$ cat src/rtl/fpx_pkg.sv
`timescale 1ns/1ps
package fpx_pkg;
  localparam int XEXP_W   = 15;
  localparam int XSIG_W   = 64;
  localparam int XW       = 1 + XEXP_W + XSIG_W;
  localparam int XBIAS    = (1 << (XEXP_W - 1)) - 1;
  localparam int SGL_EXP_W  = 8;
  localparam int SGL_FRAC_W = 23;
  localparam int DBL_EXP_W  = 11;
  localparam int DBL_FRAC_W = 52;
  localparam int SGL_W    = 1 + SGL_EXP_W + SGL_FRAC_W;
  localparam int DBL_W    = 1 + DBL_EXP_W + DBL_FRAC_W;
  localparam int LANES    = DBL_W / 8;

  typedef enum logic [2:0] {
    C_ZERO, C_NORM, C_DEN, C_INF, C_QNAN, C_SNAN
  } fcls_e;

  typedef struct packed {
    logic              sign;
    fcls_e             cls;
    logic [XEXP_W-1:0] exp;
    logic [XSIG_W-1:0] sig;
  } xform_t;

  typedef enum logic [1:0] {S_IDLE, S_SHIFT, S_HOLD} lstate_e;
endpackage

$ cat src/rtl/fpx_unpack.sv
`timescale 1ns/1ps
module fpx_unpack
  import fpx_pkg::*;
#(
  parameter int EXP_W  = 8,
  parameter int FRAC_W = 23
) (
  input  logic [EXP_W+FRAC_W:0] word,
  output xform_t                form
);
  localparam int BIAS = (1 << (EXP_W - 1)) - 1;
  localparam int OFF  = XBIAS - BIAS;
  localparam int PAD  = XSIG_W - 1 - FRAC_W;

  logic [EXP_W-1:0]  e;
  logic [FRAC_W-1:0] f;
  logic              e_zero, e_max, f_zero;

  assign e      = word[EXP_W+FRAC_W-1:FRAC_W];
  assign f      = word[FRAC_W-1:0];
  assign e_zero = (e == '0);
  assign e_max  = (e == '1);
  assign f_zero = (f == '0);

  always_comb begin
    form.sign = word[EXP_W+FRAC_W];
    form.cls  = C_NORM;
    form.exp  = XEXP_W'(e) + XEXP_W'(OFF);
    form.sig  = {1'b1, f, {PAD{1'b0}}};
    if (e_zero) begin
      if (f_zero) begin
        form.cls = C_ZERO;
        form.exp = '0;
        form.sig = '0;
      end else begin
        form.cls = C_DEN;
        form.exp = XEXP_W'(OFF + 1);
        form.sig = {1'b0, f, {PAD{1'b0}}};
      end
    end else if (e_max) begin
      form.exp = '1;
      if (f_zero) begin
        form.cls = C_INF;
        form.sig = {1'b1, {(XSIG_W-1){1'b0}}};
      end else begin
        form.cls = f[FRAC_W-1] ? C_QNAN : C_SNAN;
        form.sig = {2'b11, f[FRAC_W-2:0], {PAD{1'b0}}};
      end
    end
  end
endmodule

$ cat src/rtl/fpx_shift.sv
`timescale 1ns/1ps
module fpx_shift
  import fpx_pkg::*;
(
  input  logic              clk,
  input  logic              rst_n,
  input  logic              load,
  input  logic [XEXP_W-1:0] load_exp,
  input  logic [XSIG_W-1:0] load_sig,
  input  logic              step,
  output logic [XEXP_W-1:0] exp_q,
  output logic [XSIG_W-1:0] sig_q
);
  always_ff @(posedge clk or negedge rst_n) begin
    if (!rst_n) begin
      exp_q <= '0;
      sig_q <= '0;
    end else if (load) begin
      exp_q <= load_exp;
      sig_q <= load_sig;
    end else if (step) begin
      exp_q <= exp_q - 1'b1;
      sig_q <= {sig_q[XSIG_W-2:0], 1'b0};
    end
  end
endmodule

$ cat src/rtl/fp_ext_loader.sv
`timescale 1ns/1ps
module fp_ext_loader
  import fpx_pkg::*;
(
  input  logic            clk,
  input  logic            rst_n,
  input  logic            in_valid,
  output logic            in_ready,
  input  logic            in_dbl,
  input  logic [8*LANES-1:0] in_mem,
  input  logic            in_dnorm_mask,
  output logic            out_valid,
  input  logic            out_ready,
  output logic [XW-1:0]   out_value,
  output logic            out_invalid,
  output logic            out_denormal,
  output logic            out_commit
);
  logic [DBL_W-1:0] word;
  xform_t f_sgl, f_dbl, sel;
  lstate_e state;
  logic accept, den_src, go_shift, step;
  logic sign_q, inv_q, den_q, commit_q;
  logic [XEXP_W-1:0] exp_q;
  logic [XSIG_W-1:0] sig_q;

  // little-endian assembly: lane k is the byte at base address + k
  for (genvar k = 0; k < LANES; k++) begin : g_lane
    assign word[8*k +: 8] = in_mem[8*k +: 8];
  end

  fpx_unpack #(.EXP_W(SGL_EXP_W), .FRAC_W(SGL_FRAC_W)) u_sgl (
    .word(word[SGL_W-1:0]), .form(f_sgl));
  fpx_unpack #(.EXP_W(DBL_EXP_W), .FRAC_W(DBL_FRAC_W)) u_dbl (
    .word(word), .form(f_dbl));

  assign sel      = in_dbl ? f_dbl : f_sgl;
  assign in_ready = (state == S_IDLE);
  assign accept   = in_valid && in_ready;
  assign den_src  = (sel.cls == C_DEN);
  assign go_shift = den_src && in_dnorm_mask;
  assign step     = (state == S_SHIFT);

  fpx_shift u_shift (
    .clk(clk), .rst_n(rst_n), .load(accept), .load_exp(sel.exp),
    .load_sig(sel.sig), .step(step), .exp_q(exp_q), .sig_q(sig_q));

  always_ff @(posedge clk or negedge rst_n) begin
    if (!rst_n) begin
      state    <= S_IDLE;
      sign_q   <= 1'b0;
      inv_q    <= 1'b0;
      den_q    <= 1'b0;
      commit_q <= 1'b0;
    end else begin
      unique case (state)
        S_IDLE: if (accept) begin
          sign_q   <= sel.sign;
          inv_q    <= (sel.cls == C_SNAN);
          den_q    <= den_src;
          commit_q <= !(den_src && !in_dnorm_mask);
          state    <= go_shift ? S_SHIFT : S_HOLD;
        end
        S_SHIFT: if (sig_q[XSIG_W-2]) state <= S_HOLD;
        S_HOLD:  if (out_ready) state <= S_IDLE;
        default: state <= S_IDLE;
      endcase
    end
  end

  assign out_valid    = (state == S_HOLD);
  assign out_value    = {sign_q, exp_q, sig_q};
  assign out_invalid  = inv_q;
  assign out_denormal = den_q;
  assign out_commit   = commit_q;
endmodule

$ cat config.mk
export PLATFORM = sky130hd
export DESIGN_NAME = fp_ext_loader
export DESIGN_NICKNAME = d
export VERILOG_FILES = /design/src/rtl/fpx_pkg.sv /design/src/rtl/fpx_unpack.sv /design/src/rtl/fpx_shift.sv /design/src/rtl/fp_ext_loader.sv
export SDC_FILE = /design/constraint.sdc
export NUM_CORES = 1
export LEC_CHECK = 0
export BUFFER_PORTS_ARGS = -buffer_cell sky130_fd_sc_hd__buf_2
export CAP_MARGIN = 20
export CORE_ASPECT_RATIO = 1.5
export CORE_MARGIN = 4
export CORE_UTILIZATION = 30
export CTS_BUF_LIST = sky130_fd_sc_hd__clkbuf_4 sky130_fd_sc_hd__clkbuf_8 sky130_fd_sc_hd__clkbuf_16
export CTS_CLUSTER_SIZE = 8
export DETAILED_ROUTE_END_ITERATION = 10
export GPL_ROUTABILITY_DRIVEN = 0
export HOLD_SLACK_MARGIN = 0.1
export PLACE_DENSITY_LB_ADDON = 0.1
export SETUP_SLACK_MARGIN = 0.2
export SYNTH_ARGS = -nofsm -noshare
export SYNTH_HDL_FRONTEND = slang
export SYNTH_SLANG_ARGS = --single-unit
$ cat constraint.sdc
create_clock -name clk -period 2.7 [get_ports clk]
set_clock_uncertainty 0.1 [all_clocks]
set_input_delay 0.54 -clock clk [delete_from_list [all_inputs] [get_ports clk]]
set_output_delay 0.54 -clock clk [all_outputs]
set_load 0.02 [all_outputs]
* Word-level counts from Yosys, hierarchy flattened
Cells that the tools add are included.
W data, S select, Z words.
** Cells by class
- $add $sub $neg :: 3
- Mux-type cells :: 22
- Eq/ne operators :: 9
- Reductions and logical operators :: 13
** Operators with widths (number)
- $mux W82 :: 4
- $mux W81 :: 2
- $mux W64 :: 2
- $mux W63 :: 2
- $mux W83 :: 1
- $logic_not A52 Y1 :: 1
- $mux W15 :: 2
- $logic_not A23 Y1 :: 1
- $add A11 B14 Y15 const B :: 1
- $add A8 B14 Y15 const B :: 1
- $sub A15 B1 Y15 const B :: 1
- $eq A11 B11 Y1 const B :: 1
- $logic_not A11 Y1 :: 1
- $eq A8 B8 Y1 const B :: 1
- $logic_not A8 Y1 :: 1
- $mux W2 :: 4
- $mux W3 :: 2
- $ne A2 B1 Y1 const B :: 3
- $pmux W2 S3 :: 1
- $eq A3 B2 Y1 const B :: 1
- $eq A3 B3 Y1 const B :: 1
- $logic_and A1 B1 Y1 :: 3
- $reduce_and A3 Y1 :: 1
- $eq A2 B1 Y1 const B :: 1
- other kinds (6) :: 8
** Storage, ports and cells
- Bits of input ports :: 70
- Word-level logic and storage cells :: 54
- Register bits :: 85
- Output and inout bits :: 85

* Logic depth before layout (Yosys ltp)
Gate-level depths: netlist of run 1.
- Word-level depth :: 10
- Mapped depth :: 8
- Depth with buffers taken out :: 7

* By module
From an unflattened synthesis of run 1, not the netlist that was laid out.
** Second synthesis, totals
- Cell total of the unflattened synthesis :: 711
- Area, all modules :: 6344.8 µm²
** Modules (own cells, without submodules)
- fpx_shift :: sequential area each 1976.9 µm², cells each 377, area an instance 3797.4 µm², instances 1
- fp_ext_loader :: sequential area each 150.1 µm², cells each 122, area an instance 1346.3 µm², instances 1
- fpx_unpack (u_sgl) :: sequential area each 0.0 µm², cells each 100, area an instance 615.6 µm², instances 1
- fpx_unpack (u_dbl) :: sequential area each 0.0 µm², cells each 112, area an instance 585.6 µm², instances 1

* Least setup slack after synthesis of run 1
OpenSTA, ideal clock, no wires.
- Path type :: in2reg
- Start point :: in in_mem[14]
- End point :: reg u_shift.sig_q[48]
- Required time :: 2.474 ns
- Setup slack :: 0.681 ns
- Setup time :: 0.126 ns
- Arrival time :: 1.793 ns
- Path buffers :: 1
- Stages on the path :: 6
- Path through :: nor4_1 -> nand4_2 -> nor2_4 -> a21oi_2 -> buf_6 -> a221o_1
** Between the ends
- Longest elaborated chain between the ends :: 6
- Elaborated cells between the ends (all ways) :: 12
- Classes of those cells :: mux (10); reduce/logical (2)
** RTL lines
- from (decl) :: RTL line fp_ext_loader.sv:10 : input logic [8*LANES-1:0] in_mem,
- $logic_not A52 Y1 / $logic_not A23 Y1 (equally long branches) :: RTL line fpx_unpack.sv:23 : assign f_zero = (f == '0);
- $mux W63 :: RTL line fpx_unpack.sv:42 : if (f_zero) begin
- $mux W82 :: RTL line fpx_unpack.sv:40 : end else if (e_max) begin
- $mux W82 :: RTL line fpx_unpack.sv:30 : if (e_zero) begin
- $mux W83 (*) :: RTL line fp_ext_loader.sv:37 : assign sel = in_dbl ? f_dbl : f_sgl;
- $mux W64 (*) :: RTL line fpx_shift.sv:18 : end else if (load) begin
- to (signal assigned) :: RTL line fpx_shift.sv:20 : sig_q <= load_sig;
- to (signal assigned) :: RTL line fpx_shift.sv:23 : sig_q <= {sig_q[XSIG_W-2:0], 1'b0};
- to (decl) :: RTL line fpx_shift.sv:12 : output logic [XSIG_W-1:0] sig_q
Every way passes the cells marked *; elsewhere a longest branch is shown, timed or not.
A chain may end at the register's enable or synchronous reset.

* Final worst setup path of run 1
- Start point :: reg state[1]
- End point :: reg u_shift.sig_q[52]
** Between the ends
- Longest elaborated chain between the ends :: 3
- Elaborated cells between the ends (all ways) :: 5
- Classes of those cells :: eq/ne (1); mux (1); reduce/logical (3)
** RTL lines
- from (decl) :: RTL line fp_ext_loader.sv:21 : lstate_e state;
- from (signal assigned) :: RTL line fp_ext_loader.sv:62 : state <= go_shift ? S_SHIFT : S_HOLD;
- $logic_not A2 Y1 :: RTL line fp_ext_loader.sv:38 : assign in_ready = (state == S_IDLE);
- $logic_and A1 B1 Y1 :: RTL line fp_ext_loader.sv:39 : assign accept = in_valid && in_ready;
- $mux W64 / $reduce_bool A2 Y1 (equally long branches)
Parallel ways exist; a longest one is shown, timed or not.

==> flow_summary.ini, run 1 <==
[status]
outcome = finished, final reports clean

[clock_network]
hold_buffers = 1
cts.clk_slew.worst_paths_ps = 60
post_cts_buffers = 0
cts_tree = yes
htreeDepth = 3
cts_buffers = 9
post_cts_resized = 0
insertion_delay_ps = 330
cts.sink_count = 74
clockBufferDepth = 2
cts_root_buf = clkbuf_16

[worst_setup_path]
crit_path_start_kind = register
critPathKind = register to register
cp-startpoint = state[1]$_DFFE_PN0P_
cp.required_ps = 2870
path_max_fanout = 21
rr_startpoint = state[1]$_DFFE_PN0P_
worstPathArrival_ps = 2470
rrSetupSlack_ps = 390
cp-end-kind = register
worstSetupEndpoint = u_shift.sig_q[52]$_DFFE_PN0P_
worstRegToRegCells = 4
worstReg2RegEnd = u_shift.sig_q[52]$_DFFE_PN0P_

[cells_and_area]
area_growth_pct = 29.2
diodes = 0
fillers = 1494
drive_above_1_share_pct = 31.6
final_area_mm2 = 0.00563
fin_util_pct = 39.8
nets = 711
multi_input_area_mm2 = 0.00227
regArea_mm2 = 0.00185
fin_cells = 837

[logic_synthesis]
synthArstFlopShare_pct = 100
synth_edf_count = 0
synthCells = 504
ys_warn_count = 0
yosysSeqAreaShare_pct = 42.5
syn-cell-area_mm2 = 0.00435
ys.flop_type = dfrtp_1
synth.avg_cell_area_um2 = 8.64
synth_cell_types = 56
ys_ff_latch = 74

[routing]
ant_nets = 0
drt_first_pass_iters = 4
wl_met1_um = 6590
dr.first_iter.drc_count = 211
wl_met3_um = 792
drc_errors = 0
totalWireLength_um = 16400
via_per_inst = 5.26
wire_per_inst_um = 19.6
top_layer = met4
vias = 4404
wl_met2_um = 8700

[floorplan]
chipHeight_um = 156
dieArea_mm2 = 0.0165
io_pins = 155
rows = 53
coreArea_mm2 = 0.0141
initial_core_util_pct = 30.8
dieWidth_um = 106

[sta]
final-setup-viol-count = 0
post-route-period-util_pct = 85.5
slew_violations = 0
hold_viol = 0
tns_ps = 0
worst_pin_slew_ps = 1080
grt_setup_unrepaired = false
max-slew-margin-rel_pct = 27.8
layout_min_cycle_time_ps = 2310
fmax_mhz = 433

[placed_design]
place.detailed.hpwl_um = 12200
dpl.cell_count = 820
port_buffers = 143
postPlaceCellArea_mm2 = 0.00528

[global_routing]
track_usage_pct = 19.9
grt_pass1_wl_um = 25600
grt_pass1_vias = 4479
grt_max_degree = 39
antenna_found_initial = 0
grt.overflow.total = 0

[power]
leakage_nw = 2.55
finalPower_mw = 4.19
ir_worst_vdd_uv = 282
power.density_mw_per_mm2 = 744

[hold_path]
min_path_type = input pin to register

[run]
drv_cap = 0
where the power goes:
part / internal, mW / switching (mW)
Clock: 0.884 / 0.487
Combinational: 0.454 / 0.789
Sequential: 1.34 / 0.234
Total: 2.68 / 1.51
Yosys cell counts, drive strengths merged, types with 2 or more instances:
library cell	count	share of area, %
a21oi	60	7.0
a221o	21	4.8
a22oi	2	0.34
a31oi	31	4.5
and2	2	0.29
buf	27	4.1
clkbuf	22	1.9
dfrtp	74	43
inv	5	0.43
mux2i	9	2.1
nand2	125	11
nand2b	3	0.43
nand3	6	0.69
nand4	8	1.6
nor2	26	2.8
nor2b	4	0.57
nor3	8	0.92
nor3b	2	0.34
nor4	18	4.8
o2111ai	3	0.60
o211ai	2	0.34
o21a	2	0.37
o21ai	14	1.6
o22a	3	0.60
o22ai	3	0.43
o31ai	3	0.95
xnor2	3	0.60
xor2	4	0.80
flip-flops by register name, summed over array words and instances, names as in the netlist:
signal	cells
u_shift.sig_q	53
state	2
out_commit	1
u_shift.exp_q	15
out_invalid	1
sign_q	1
out_denormal	1
cell usage in the layout (no fill, tap or decap), drive strengths merged, types with 4 or more instances in the layout:
cell	n
a21oi	60
a221o	21
a31oi	31
buf	163
clkbuf	12
conb	11
dfrtp	74
inv	5
mux2i	9
nand2	125
nand3	6
nand4	8
nor2	26
nor2b	4
nor3	8
nor4	18
o21ai	14
xor2	4
stage by stage:
stage / setup WS, ps / hold WS [ps]
4_1_cts: 348 / 341
3_3_place_gp: 37.6 / 367
3_5_place_dp: 12.3 / 370
2_1_floorplan: 681 / 144
6_report: 393 / 354
5_1_grt: 229 / 348
layer usage:
metal	up-vias	GRT usage, %
li1	2077	-
met1	2166	23.8
met2	143	35.5
met3	18	4.10
met4	0	6.23
met5	-	0
critical path: stages (launching register included):
cell	delay, ps
dfrtp_1	370
or3b_2	530
nor2_4	110
a21boi_2	830
a221o_1	300
layout make-up:
type                    instances  share of cell area [%]
clock buffers                  12                    4.74
clock inverters                 4                    1.29
inverters                       5                   0.334
multi-input cells             386                    40.4
flip-flops and latches         74                    32.9
well taps                     192                    4.27
repair buffers                164                    16.1
how the worst min path moves through the flow:
stage,start,end,cells past startpoint
2_1_floorplan,rst_n,out_commit$_DFFE_PN0P_,0
3_3_place_gp,sign_q$_DFFE_PN0P_,sign_q$_DFFE_PN0P_,2
3_5_place_dp,out_denormal$_DFFE_PN0P_,out_denormal$_DFFE_PN0P_,2
4_1_cts,in_mem[37],u_shift.sig_q[48]$_DFFE_PN0P_,2
5_1_grt,in_mem[39],u_shift.sig_q[50]$_DFFE_PN0P_,2
6_report,in_mem[37],u_shift.sig_q[48]$_DFFE_PN0P_,2
cell families (layout without fill, tap and decap cells):
logic type	after synthesis	count (layout)	synth area share [%]
xor gates and xnor gates	7	7	1.41
adders and majority gates	1	1	0.287
other	1	11	0.0861
muxes	9	9	2.07
AOI/OAI and AO/OA	152	152	23.1
buffers and inverters	54	185	6.44
DFF	74	74	42.5
and+or+nand+nor	206	206	24.1
No activity file was read; power rests on OpenSTA's default activity.
==> run 2: changes to the inputs <==
Settings changed: CAP_MARGIN 20 to 10, PLACE_DENSITY set to 0.62, PLACE_DENSITY_LB_ADDON 0.1 to not set.
==> flow_summary.ini, run 2 (same netlist as run 1, synthesis figures left out) <==
[global_routing]
antenna_found_initial = 0
grt_pass1_vias = 4429
track_usage_pct = 18.5
grt_max_degree = 44
grt.overflow.total = 0
grt_pass1_wl_um = 24200

[worst_setup_path]
worstReg2RegEnd = u_shift.exp_q[13]$_DFFE_PN0P_
cp-end-kind = register
worstRegToRegCells = 7
cp.required_ps = 2810
crit_path_start_kind = input pin
rrSetupSlack_ps = 480
rr_startpoint = state[1]$_DFFE_PN0P_
cp-startpoint = in_mem[37]
worstSetupEndpoint = u_shift.sig_q[58]$_DFFE_PN0P_
critPathKind = input pin to register
worstPathArrival_ps = 2420
path_max_fanout = 10

[routing]
drc_errors = 0
totalWireLength_um = 15700
ant_nets = 0
vias = 4476
via_per_inst = 5.37
wire_per_inst_um = 18.8
drt_first_pass_iters = 7
dr.first_iter.drc_count = 296

[placed_design]
place_ws_ps = 67.9
port_buffers = 143
dpl.cell_count = 818
place.detailed.hpwl_um = 11800

[clock_network]
hold_buffers = 0
clockBufferDepth = 2
cts_root_buf = clkbuf_16
cts_tree = yes
cts_buffers = 9
htreeDepth = 3
cts.clk_slew.worst_paths_ps = 60
cts.sink_count = 74
insertion_delay_ps = 330

[sta]
max-slew-margin-rel_pct = 56.9
grt_setup_unrepaired = false
worst_pin_slew_ps = 640
post-route-period-util_pct = 85.6
tns_ps = 0
hold_viol = 0
setup_ws_ps = 388
slew_violations = 0
layout_min_cycle_time_ps = 2310
final-setup-viol-count = 0
fmax_mhz = 433

[floorplan]
dieWidth_um = 106
coreArea_mm2 = 0.0141
io_pins = 155
initial_core_util_pct = 30.8
rows = 53
dieArea_mm2 = 0.0165
chipHeight_um = 156

[cells_and_area]
layout.cells.most_common_list = 142 x buf_2, 125 x nand2_1, 74 x dfrtp_1
fin_cells = 833
final_common_cell = buf_2
nets = 708
reg_top3 = u_shift.sig_q (53), u_shift.exp_q (15), state (2)
largest_register_ff_count = 53
fin_util_pct = 39.4
diodes = 0
top_register = u_shift.sig_q
area_growth_pct = 27.8
drive_above_1_share_pct = 31.4

[power]
leakage_nw = 2.51
power.density_mw_per_mm2 = 724
finalPower_mw = 4.03
ir_worst_vdd_uv = 276

[run]
drv_cap = 0

[hold_path]
min_path_type = input pin to async pin

[status]
outcome = finished, final reports clean
run 2: per-stage QoR:
step / hold slack (ps) / instance area, um^2
global route: 161 / 5560
finish: 110 / 5560
CTS: 128 / 5560
global placement: 368 / 5260
detailed placement: 367 / 5260
floorplan: 144 / 4390
run 2: worst min-delay path by stage:
stage                             start                             to  slack (ps)
6_report                          rst_n  u_shift.sig_q[44]$_DFFE_PN0P_         110
5_1_grt                           rst_n  u_shift.sig_q[49]$_DFFE_PN0P_         160
4_1_cts                           rst_n  u_shift.sig_q[47]$_DFFE_PN0P_         130
3_5_place_dp   out_denormal$_DFFE_PN0P_       out_denormal$_DFFE_PN0P_         370
3_3_place_gp   out_denormal$_DFFE_PN0P_       out_denormal$_DFFE_PN0P_         370
2_1_floorplan                     rst_n         out_commit$_DFFE_PN0P_         140
run 2: per-layer routing:
metal  global-route usage (%)  vias up  share of wire [%]
met5                        0        -                  0
met4                     9.69        0                4.1
met3                     3.48       43                6.4
met2                     30.9      208                 50
met1                     22.7     2152                 39
li1                         -     2073                  -
run 2: final cells by class:
type                    count  area [um^2]
multi-input cells         386         2280
flip-flops and latches     74         1850
clock inverters             5         55.1
repair buffers            161          878
clock buffers              10          239
well taps                 192          240
inverters                   5         18.8
fillers                  1450         8560
run 2: timing repair:
| item | 4_1_cts | 5_1_grt |
|---|---|---|
| setup endpoints to repair | 0 | 1 |
| gates resized for setup | 0 | 1 |
| buffers inserted | 0 | 0 |
run 2: report_power, final:
part / internal, mW / leakage [nW] / switching (mW)
clock network: 0.732 / 0.140 / 0.477
logic: 0.450 / 1.49 / 0.789
registers: 1.34 / 0.882 / 0.237
total: 2.52 / 2.51 / 1.50
run 2: critical path: stages:
cell and delay (ps):
buf_2 110, nor4_1 370, buf_4 190, nand4_1 190
nor3_1 380, a21oi_2 120, buf_4 200, a221o_1 320
